## config.mk

```make
export PLATFORM = sky130hd
export DESIGN_NAME = rio_ctrl
export DESIGN_NICKNAME = d
export VERILOG_FILES = /design/src/rtl/rio_pkg.sv /design/src/rtl/rio_presence.sv /design/src/rtl/rio_ee_port.sv /design/src/rtl/rio_irq_line.sv /design/src/rtl/rio_ctrl.sv
export SDC_FILE = /design/constraint.sdc
export NUM_CORES = 1
export LEC_CHECK = 0
export ABC_CLOCK_PERIOD_IN_PS = 1700
export BUFFER_PORTS_ARGS = -buffer_cell sky130_fd_sc_hd__buf_2
export CAP_MARGIN = 20
export CORE_MARGIN = 5
export CORE_UTILIZATION = 38
export DETAILED_ROUTE_END_ITERATION = 8
export PLACE_DENSITY = 0.66
export RECOVER_POWER = 25
export SETUP_SLACK_MARGIN = 0.05
export SLEW_MARGIN = 25
export SYNTH_ARGS = -nofsm -noshare
export SYNTH_HDL_FRONTEND = slang
export SYNTH_SLANG_ARGS = --single-unit
```

## constraint.sdc

```tcl
create_clock -name clk -period 1.7 [get_ports clk]
set_input_delay 0.085 -clock clk [delete_from_list [all_inputs] [get_ports clk]]
set_output_delay 0.085 -clock clk [all_outputs]
set_load 0.005 [all_outputs]
```

## src/rtl/rio_pkg.sv

```systemverilog
package rio_pkg;
  localparam int unsigned RIO_AW = 6;

  localparam logic [RIO_AW-1:0] A_FLASH   = 6'h00;
  localparam logic [RIO_AW-1:0] A_BOOT    = 6'h01;
  localparam logic [RIO_AW-1:0] A_CHASSIS = 6'h02;
  localparam logic [RIO_AW-1:0] A_ENV     = 6'h03;
  localparam logic [RIO_AW-1:0] A_PRES    = 6'h04;
  localparam logic [RIO_AW-1:0] A_MASK    = 6'h05;
  localparam logic [RIO_AW-1:0] A_MBEE    = 6'h06;
  localparam logic [RIO_AW-1:0] A_MODEE   = 6'h07;
  localparam logic [RIO_AW-1:0] A_NET0    = 6'h08;
  localparam logic [RIO_AW-1:0] A_MGMT    = 6'h0C;
  localparam logic [RIO_AW-1:0] A_EXT     = 6'h0D;

  localparam logic [15:0] FLASH_WORD = 16'h00FF;
  localparam logic [15:0] BOOT_WORD  = 16'h1000;
  localparam logic [15:0] ENV_WORD   = 16'h0021;
  localparam logic [15:0] NET_WORD   = 16'h00FF;

  // serial pin positions inside the two EEPROM registers
  localparam int unsigned MB_CS_B  = 0;
  localparam int unsigned MB_SK_B  = 1;
  localparam int unsigned MB_DI_B  = 2;
  localparam int unsigned MB_DO_B  = 3;
  localparam int unsigned MOD_SK_B = 2;
  localparam int unsigned MOD_CS_B = 4;
  localparam int unsigned MOD_DI_B = 6;
  localparam int unsigned MOD_DO_B = 7;

  localparam int unsigned CHASSIS_LSB = 5;

  typedef struct packed {
    logic cs;
    logic sk;
    logic di;
  } ee_pins_t;
endpackage

```

## src/rtl/rio_presence.sv

```systemverilog
module rio_presence #(
  parameter int unsigned NUM_SLOTS = 4,
  parameter int unsigned WORD_W    = 16
) (
  input  logic [NUM_SLOTS-1:0] slot_detect,
  output logic [WORD_W-1:0]    pres_word
);
  // bit b belongs to slot (b mod NUM_SLOTS); a present card pulls it low
  for (genvar b = 0; b < WORD_W; b++) begin : g_bit
    assign pres_word[b] = ~slot_detect[b % NUM_SLOTS];
  end
endmodule

```

## src/rtl/rio_ee_port.sv

```systemverilog
module rio_ee_port
  import rio_pkg::*;
#(
  parameter int unsigned NUM_SLOTS = 4,
  parameter int unsigned DATA_W    = 16
) (
  input  logic                 clk,
  input  logic                 rst_n,
  input  logic                 wr_mb,
  input  logic                 wr_mod,
  input  logic [DATA_W-1:0]    wdata,
  input  logic                 mb_do,
  input  logic [NUM_SLOTS-1:0] mod_do,
  output logic                 mb_cs,
  output logic                 mb_sk,
  output logic                 mb_di,
  output logic [NUM_SLOTS-1:0] mod_cs,
  output logic [NUM_SLOTS-1:0] mod_sk,
  output logic [NUM_SLOTS-1:0] mod_di,
  output logic                 mb_rd_bit,
  output logic                 mod_rd_bit
);
  localparam int unsigned SEL_W = (NUM_SLOTS > 1) ? $clog2(NUM_SLOTS) : 1;

  ee_pins_t          mb_q, mod_q;
  logic [SEL_W-1:0]  sel_q;

  always_ff @(posedge clk) begin
    if (!rst_n) begin
      mb_q  <= '0;
      mod_q <= '0;
      sel_q <= '0;
    end else begin
      if (wr_mb) begin
        mb_q.cs <= wdata[MB_CS_B];
        mb_q.sk <= wdata[MB_SK_B];
        mb_q.di <= wdata[MB_DI_B];
      end
      if (wr_mod) begin
        sel_q    <= wdata[SEL_W-1:0];
        mod_q.cs <= wdata[MOD_CS_B];
        mod_q.sk <= wdata[MOD_SK_B];
        mod_q.di <= wdata[MOD_DI_B];
      end
    end
  end

  assign mb_cs = mb_q.cs;
  assign mb_sk = mb_q.sk;
  assign mb_di = mb_q.di;

  for (genvar s = 0; s < NUM_SLOTS; s++) begin : g_slot
    logic hit;
    assign hit       = (sel_q == SEL_W'(s));
    assign mod_cs[s] = hit & mod_q.cs;
    assign mod_sk[s] = hit & mod_q.sk;
    assign mod_di[s] = hit & mod_q.di;
  end

  assign mb_rd_bit  = mb_do;
  assign mod_rd_bit = mod_do[sel_q];


  mb_pins_follow_chk: assert property (@(posedge clk) disable iff (!rst_n)
    wr_mb |=> (mb_cs == $past(wdata[MB_CS_B])) && (mb_sk == $past(wdata[MB_SK_B]))
              && (mb_di == $past(wdata[MB_DI_B])));

  mod_cs_route_chk: assert property (@(posedge clk) disable iff (!rst_n)
    wr_mod |=> mod_cs == (NUM_SLOTS'($past(wdata[MOD_CS_B])) << $past(wdata[SEL_W-1:0])));

  mod_one_slot_chk: assert property (@(posedge clk) disable iff (!rst_n)
    $onehot0(mod_sk | mod_cs | mod_di));
endmodule

```

## src/rtl/rio_irq_line.sv

```systemverilog
module rio_irq_line #(
  parameter int unsigned CLR_COUNT = 1
) (
  input  logic clk,
  input  logic rst_n,
  input  logic set_pulse,
  input  logic access,
  output logic irq
);
  localparam int unsigned CW = (CLR_COUNT > 1) ? $clog2(CLR_COUNT) : 1;
  localparam logic [CW-1:0] LAST = CW'(CLR_COUNT - 1);

  logic [CW-1:0] cnt;
  logic          wrap;

  assign wrap = access && (cnt == LAST);

  always_ff @(posedge clk) begin
    if (!rst_n) begin
      cnt <= '0;
      irq <= 1'b0;
    end else begin
      if (access) cnt <= wrap ? '0 : cnt + CW'(1);
      if (set_pulse)  irq <= 1'b1;
      else if (wrap)  irq <= 1'b0;
    end
  end


  set_raises_chk: assert property (@(posedge clk) disable iff (!rst_n)
    set_pulse |=> irq);

  fall_needs_access_chk: assert property (@(posedge clk) disable iff (!rst_n)
    $fell(irq) |-> $past(access));

  count_bound_chk: assert property (@(posedge clk) disable iff (!rst_n)
    cnt <= LAST);

  idle_count_chk: assert property (@(posedge clk) disable iff (!rst_n)
    !access |=> $stable(cnt));
endmodule

```

## src/rtl/rio_ctrl.sv

```systemverilog
module rio_ctrl
  import rio_pkg::*;
#(
  parameter int unsigned NUM_SLOTS     = 4,
  parameter int unsigned DATA_W        = 16,
  parameter int unsigned MASK_W        = 8,
  parameter int unsigned NET_CLR_COUNT = 16
) (
  input  logic                 clk,
  input  logic                 rst_n,
  input  logic [RIO_AW-1:0]    addr,
  input  logic                 wr_en,
  input  logic                 rd_en,
  input  logic [DATA_W-1:0]    wdata,
  output logic [DATA_W-1:0]    rdata,
  input  logic [2:0]           chassis_code,
  input  logic [NUM_SLOTS-1:0] slot_detect,
  output logic                 mb_cs,
  output logic                 mb_sk,
  output logic                 mb_di,
  input  logic                 mb_do,
  output logic [NUM_SLOTS-1:0] mod_cs,
  output logic [NUM_SLOTS-1:0] mod_sk,
  output logic [NUM_SLOTS-1:0] mod_di,
  input  logic [NUM_SLOTS-1:0] mod_do,
  input  logic                 net_set,
  input  logic                 mgmt_set,
  input  logic                 ext_set,
  output logic                 net_irq,
  output logic                 mgmt_irq,
  output logic                 ext_irq
);
  localparam logic [RIO_AW-1:0] NET_LAST = A_NET0 + RIO_AW'(NUM_SLOTS - 1);

  logic               acc;
  logic               in_net;
  logic               mapped;
  logic [MASK_W-1:0]  mask_q;
  logic [DATA_W-1:0]  pres_word;
  logic [DATA_W-1:0]  rd_word;
  logic               mb_rd_bit, mod_rd_bit;

  assign acc    = rd_en | wr_en;
  assign in_net = (addr >= A_NET0) && (addr <= NET_LAST);
  assign mapped = (addr <= A_EXT);

  rio_presence #(.NUM_SLOTS(NUM_SLOTS), .WORD_W(DATA_W)) u_pres (
    .slot_detect (slot_detect),
    .pres_word   (pres_word)
  );

  rio_ee_port #(.NUM_SLOTS(NUM_SLOTS), .DATA_W(DATA_W)) u_ee (
    .clk        (clk),
    .rst_n      (rst_n),
    .wr_mb      (wr_en && addr == A_MBEE),
    .wr_mod     (wr_en && addr == A_MODEE),
    .wdata      (wdata),
    .mb_do      (mb_do),
    .mod_do     (mod_do),
    .mb_cs      (mb_cs),
    .mb_sk      (mb_sk),
    .mb_di      (mb_di),
    .mod_cs     (mod_cs),
    .mod_sk     (mod_sk),
    .mod_di     (mod_di),
    .mb_rd_bit  (mb_rd_bit),
    .mod_rd_bit (mod_rd_bit)
  );

  rio_irq_line #(.CLR_COUNT(NET_CLR_COUNT)) u_net (
    .clk (clk), .rst_n (rst_n), .set_pulse (net_set),
    .access (acc && in_net), .irq (net_irq)
  );
  rio_irq_line #(.CLR_COUNT(1)) u_mgmt (
    .clk (clk), .rst_n (rst_n), .set_pulse (mgmt_set),
    .access (acc && addr == A_MGMT), .irq (mgmt_irq)
  );
  rio_irq_line #(.CLR_COUNT(1)) u_ext (
    .clk (clk), .rst_n (rst_n), .set_pulse (ext_set),
    .access (acc && addr == A_EXT), .irq (ext_irq)
  );

  always_ff @(posedge clk) begin
    if (!rst_n) mask_q <= '0;
    else if (wr_en && addr == A_MASK) mask_q <= wdata[MASK_W-1:0];
  end

  always_comb begin
    rd_word = '0;
    if (in_net) begin
      rd_word = NET_WORD;
    end else begin
      case (addr)
        A_FLASH:   rd_word = FLASH_WORD;
        A_BOOT:    rd_word = BOOT_WORD;
        A_CHASSIS: rd_word[CHASSIS_LSB +: 3] = chassis_code;
        A_ENV:     rd_word = ENV_WORD;
        A_PRES:    rd_word = pres_word;
        A_MASK:    rd_word[MASK_W-1:0] = mask_q;
        A_MBEE:    rd_word[MB_DO_B] = mb_rd_bit;
        A_MODEE:   rd_word[MOD_DO_B] = mod_rd_bit;
        default:   rd_word = '0;
      endcase
    end
  end

  always_ff @(posedge clk) begin
    if (!rst_n) rdata <= '0;
    else        rdata <= rd_en ? rd_word : '0;
  end


  idle_rdata_chk: assert property (@(posedge clk) disable iff (!rst_n)
    !rd_en |=> rdata == '0);

  unmapped_read_chk: assert property (@(posedge clk) disable iff (!rst_n)
    (rd_en && !mapped) |=> rdata == '0);

  mask_store_chk: assert property (@(posedge clk) disable iff (!rst_n)
    (rd_en && addr == A_MASK) |=> rdata[DATA_W-1:MASK_W] == '0);

  pres_count_chk: assert property (@(posedge clk) disable iff (!rst_n)
    (rd_en && addr == A_PRES) |=>
      $countones(~rdata) == (DATA_W / NUM_SLOTS) * $countones($past(slot_detect)));
endmodule

```

After elaboration in Yosys (flattened, before gate mapping):

Cells that the tools add are included.
W data, S select, Z words.

* bitwise logic cells: 21
* reductions and logical operators: 17
* add/subtract/negate cells: 3
* shifts and indexed selects: 0
* $lt $le $gt $ge: 3
* mux-type cells: 18
* equal/unequal tests: 13
* $mul: 0
* divide/modulo/power cells: 0

Operators with widths (number)
* $eq A6 B3 Y1 const B: 4
* $pmux W8 S2: 1
* $and A1 B1 Y1: 12
* $eq A6 B2 Y1 const B: 2
* $eq A6 B4 Y1 const B: 2
* $pmux W3 S4: 1
* $logic_and A1 B1 Y1: 10
* $pmux W2 S5: 1
* $mux W1: 9
* $mux W8: 1
* $not A1 Y1: 8
* $eq A6 B1 Y1 const B: 1
* $ge A6 B4 Y1 const B: 1
* $le A6 B4 Y1 const B: 1
* $logic_not A6 Y1: 1
* $reduce_bool A2 Y1: 3
* $pmux W1 S5: 1
* $add A4 B1 Y4 const B: 1
* $eq A2 B2 Y1 const B: 2
* $eq A4 B4 Y1 const B: 1
* $mux W4: 1
* $pmux W1 S4: 1
* $lt A2 B3 Y1 const B: 1
* $pmux W1 S3: 1
* 7 further kinds: 8

* register bits after elaboration: 41
* output and inout port bits: 34
* bits of input ports: 41
* memories: 0
* bits in writable memories: 0
* word-level logic and storage cells: 91
* ROM bits: 0
* latch bits: 0

Depth between registers and ports, before layout:

* word-level depth: 6
* depth in mapped cells: 6
* mapped depth without buffers: 4

Hierarchy:

From an unflattened synthesis, not the netlist that was laid out.

* cells, all modules: 219
* area total of the unflattened synthesis: 2015.7 µm²

By module, submodules not included
* rio_ctrl: instances 1, seq. area each 480.5 µm², area an instance 1147.4 µm², cells an instance 126
* rio_ee_port: instances 1, seq. area each 160.2 µm², area an instance 416.6 µm², cells an instance 42
* rio_irq_line at u_net: instances 1, seq. area each 100.1 µm², area an instance 221.5 µm², cells an instance 23
* rio_irq_line at u_ext ...: instances 2, seq. area each 40.0 µm², area an instance 62.6 µm², cells an instance 6
* rio_presence: instances 1, seq. area each 0.0 µm², area an instance 105.1 µm², cells an instance 16

Worst setup path after synthesis:

No wires, ideal clock.

* path type: in2reg
* start: in addr[3]
* end: reg rdata[11]
* stages on the path: 4
* arrival time: 1324 ps
* required time: 1635 ps
* path slack: 311 ps
* setup time: 65 ps
* cell sequence: buf_6 > or4b_4 > or4_4 > nor2_1

* cells in the longest elaborated chain, start to end: 3
* elaborated cells on any way between the ends: 7
* classes of those cells: order compare (2); eq/ne (2); mux (1); reduce/logical (2)

Ends and longest elaborated chain
* start: declaration: line rio_ctrl.sv:11 `input logic [RIO_AW-1:0] addr,`
* $ge A6 B4 Y1 / $le A6 B4 Y1 (equally long branches): line rio_ctrl.sv:44 `assign in_net = (addr >= A_NET0) && (addr <= NET_LAST);`
* $logic_and A1 B1 Y1: line rio_ctrl.sv:44
* $reduce_or A3 Y1 (no line)
* end signal: assignment: line rio_ctrl.sv:109 `else rdata <= rd_en ? rd_word : '0;`
* end: declaration: line rio_ctrl.sv:15 `output logic [DATA_W-1:0] rdata,`

Several ways; a longest one is shown, not always the timed one.
A chain may end at the register's enable or synchronous reset.

Worst setup path after layout:

* start: reg u_ee.sel_q[0]
* end: reg rdata[7]

* cells in the longest elaborated chain, start to end: 4

Ends and longest elaborated chain
* start: declaration: line rio_ee_port.sv:26 `logic [SEL_W-1:0] sel_q;`
* start signal: assignment: line rio_ee_port.sv:40 `sel_q <= wdata[SEL_W-1:0];`
* $bmux W1 S2: line rio_ee_port.sv:61 `assign mod_rd_bit = mod_do[sel_q];`
* $mux W1 (not written as such): line rio_ee_port.sv:61
* $pmux W1 S5: line rio_ctrl.sv:93 `case (addr)`
* $mux W8: line rio_ctrl.sv:90 `if (in_net) begin`

Every way passes these cells. The select of a mux whose other input is x is not followed.

==> impl_metrics.yaml <==
clock_network:
  clockBufferDepth: 2
  clkTransAtPathRegs_ns: 0.07
  cts_setup_buffers: 0
  cts_tree: "built"
  htreeDepth: 2
  clk_latency_ns: 0.29
  cts.sinks: 38
  root_buffer: "clkbuf_8"
  numCtsBuffers: 5
  ctsResizeCount: 0
sta:
  skew_ns: 0.00335
  maxSlewViolCount: 0
  worstMarginPinSlew_ns: 0.541
  slew_headroom_pct: 64.0
  setup_viol: 0
  rsz0062_at_grt: "no"
  layout_setup_ws_ns: 0.382
  period_share_pct: 77.5
  tns_ns: 0
  finalHoldViolations: 0
  fin_crit_ns: 1.32
  holdWs_ns: 0.0516
  max_freq_ghz: 0.759
global_route:
  antenna_found_initial: 0
  grt_pass1_vias: 1619
  grt_max_degree: 27
  overflow: 0
  grt_first_pass_wirelength_mm: 7.39
  gr-usage-all-layers_pct: 15.1
setup_path:
  rr_worst_depth: 3
  crit_path_start_kind: "flop"
  crit_path_cell_trace: "mux4_2, nand4_1, a31oi_1"
  r2r-start: "u_ee.sel_q[0]"
  r2r_slack_ns: 0.38
  endpoint_kind: "flop"
  cp.required_ns: 1.88
  crit_arrival_ns: 1.50
  rr_endpoint: "rdata[7]"
  crit_fanout: 8
  crit_type: "flop to flop"
  crit_slowest_cell: "mux4_2"
  cp_slowest_stage_delay_ns: 0.55
synth:
  syn-num-nets: 245
  synth-compound-area-share_pct: 16.4
  synth_adder_area_share_pct: 0.705
  synth_seq_cells: 38
  synth-xor-area-share_pct: 0.494
  ys_seq_area_share_pct: 42.9
  synth_cell_types: 37
  ys_warn_count: 0
  synthCells: 203
  yosys.area_share.simple_pct: 29.1
  synth_top_family_by_area: "simple AND/OR/NAND/NOR gates"
  avgSynthCellArea_sq_um: 8.74
  synth_mux_area_share_pct: 5.78
  netlist_area_sq_um: 1770
routing:
  wl_mm: 4.48
  num_vias: 1670
  drc: 0
  first_pass_iters: 4
  initialDrtViolationCount: 71
  wl_per_cell_microns: 13.6
  via_per_inst: 5.08
  ant_nets: 0
floorplan:
  die_area_sq_um: 6140
  die_w_microns: 78.3
  ios: 75
  rows: 24
  core_sq_um: 4440
  initial_core_util_pct: 39.9
  fp.dieH_microns: 78.3
placed_design:
  gp_congestion: 0.779
  dpl.hpwl_mm: 3.31
  port_buffers: 66
  dp_slack_ns: 0.200
min_path:
  hold_end: "mask_q[5]"
  hold_start: "wdata[5]"
  worst_hold_path_type: "input pin to flop"
  holdPathStages: 3
cells_and_area:
  area_growth_pct: 28.4
  layout_common_cells: "buf_2, dfxtp_1, nand2_1"
  drive_above_1_share_pct: 30.0
  layout_commonest_cell: "buf_2"
  multi_input_area_sq_um: 931
  final_util_pct: 51.3
  nNetsFinal: 318
  fillCellCount: 455
  regArea_sq_um: 761
  num_antenna_cells: 0
run:
  cap_violations: 0
power_and_ir_drop:
  p_per_area_nw_per_um2: 750
  p_int_mw: 1.30
  ir_worst_vdd_mv: 0.497
  p_seq_share_pct: 52.9
  power_mw: 1.71
  power.share.clock_pct: 37.4
  power_switching_mw: 0.406
  power_frac_comb_pct: 9.7
  sw_frac_of_total_pct: 23.7
  p_leak_nw: 1.02
outcome:
  status: "finished clean"
[metal layers]
| layer | wire (microns) | vias up | GRT usage [%] | part of all wire, % |
|---|---|---|---|---|
| met5 | 0 | - | 0 | 0 |
| met4 | 101 | 0 | 7.52 | 2.3 |
| met3 | 269 | 11 | 4.12 | 6.0 |
| met2 | 2080 | 53 | 23.1 | 46 |
| met1 | 2030 | 755 | 19.7 | 45 |
| li1 | - | 851 | - | - |
[state kept, by name, indices dropped and copies added, names as in the netlist]
signal	cells
u_ee.mod_q	3
u_mgmt.irq	1
u_ext.irq	1
u_ee.mb_sk	1
u_net.irq	1
u_ext.cnt	1
u_ee.mb_di	1
u_mgmt.cnt	1
u_net.cnt	4
u_ee.sel_q	2
mask_q	8
rdata	13
u_ee.mb_cs	1
[how the worst max path moves through the flow]
stage	start	end	slack, ns	cells after the start
after floorplan	addr[3]	rdata[11]	0.31	4
after global placement	addr[3]	rdata[8]	0.21	4
after detailed placement	addr[3]	rdata[8]	0.20	4
after CTS	u_ee.sel_q[0]	rdata[7]	0.37	3
after global routing	u_ee.sel_q[0]	mod_cs[1]	0.31	3
final	u_ee.sel_q[0]	rdata[7]	0.38	3
[power by group through the flow]
stage                     Sequential [mW]  Clock (mW)  Combinational (mW)
after detailed placement            0.925           0               0.158
after global routing                0.905       0.709               0.186
after floorplan                     0.925           0              0.0804
after global placement              0.925           0               0.158
final                               0.904       0.639               0.167
after CTS                           0.904       0.669               0.167
[cells in the mapped netlist]
library cell	instances	area share, %
mux4_2	1	1.3
inv_1	2	0.42
nand3_1	14	3.9
mux2i_1	8	4.5
xnor2_1	1	0.49
buf_6	1	0.63
or3_1	3	1.1
o211ai_1	1	0.42
dfxtp_1	38	43
and2_1	11	3.9
nand2_1	23	4.9
nand2_2	1	0.35
or4_4	1	0.63
clkbuf_1	6	1.3
nand3b_1	1	0.42
nand4_1	2	0.71
nor2b_1	13	4.6
nor4b_4	1	1.3
a22o_1	1	0.49
buf_2	1	0.28
or2_2	1	0.35
nand4b_1	3	1.5
o21a_1	3	1.3
nor3_1	2	0.56
a211oi_1	1	0.42
a21o_2	2	0.99
o21ai_0	10	2.8
nor2_1	11	2.3
or4b_4	1	0.78
buf_4	3	1.3
clkbuf_8	1	0.78
and2_0	1	0.35
a21boi_0	10	4.2
a21oi_1	13	3.7
ha_1	1	0.71
and3_1	4	1.4
a31oi_1	6	2.1
[through the flow]
| stage | instances | cell area (sq um) |
|---|---|---|
| final | 329 | 2280 |
| after CTS | 329 | 2290 |
| after global routing | 329 | 2280 |
| after global placement | 317 | 2150 |
| after floorplan | 203 | 1770 |
| after detailed placement | 317 | 2150 |
[worst max-delay path: cells and delay by family, from the launching register on]
family | cells | cell delay, ns
flops | 1 | 0.45
compound gates | 1 | 0.09
simple gates | 1 | 0.12
mux | 1 | 0.55
[logic make-up after synthesis]
group	after synthesis
AO/OA/AOI/OAI	47
XOR/XNOR	1
adder cells (fa/ha/maj)	1
buffers and inverters	14
flip-flops	38
multiplexers	9
AND/OR/NAND/NOR	93
[layout make-up]
cell class	count	share of cell area (%)
Sequential cell	38	33.4
Tap cell	52	2.86
Clock buffer	7	3.79
Multi-Input combinational cell	151	40.9
Inverter	2	0.329
Timing Repair Buffer	78	18.6
Clock inverter	1	0.220
[what timing repair did]
action,4_1_cts,5_1_grt
setup endpoints to repair,0,0
endpoints found under the hold margin,4,0
hold buffers,4,0
(Power assumes the default switching activity.)
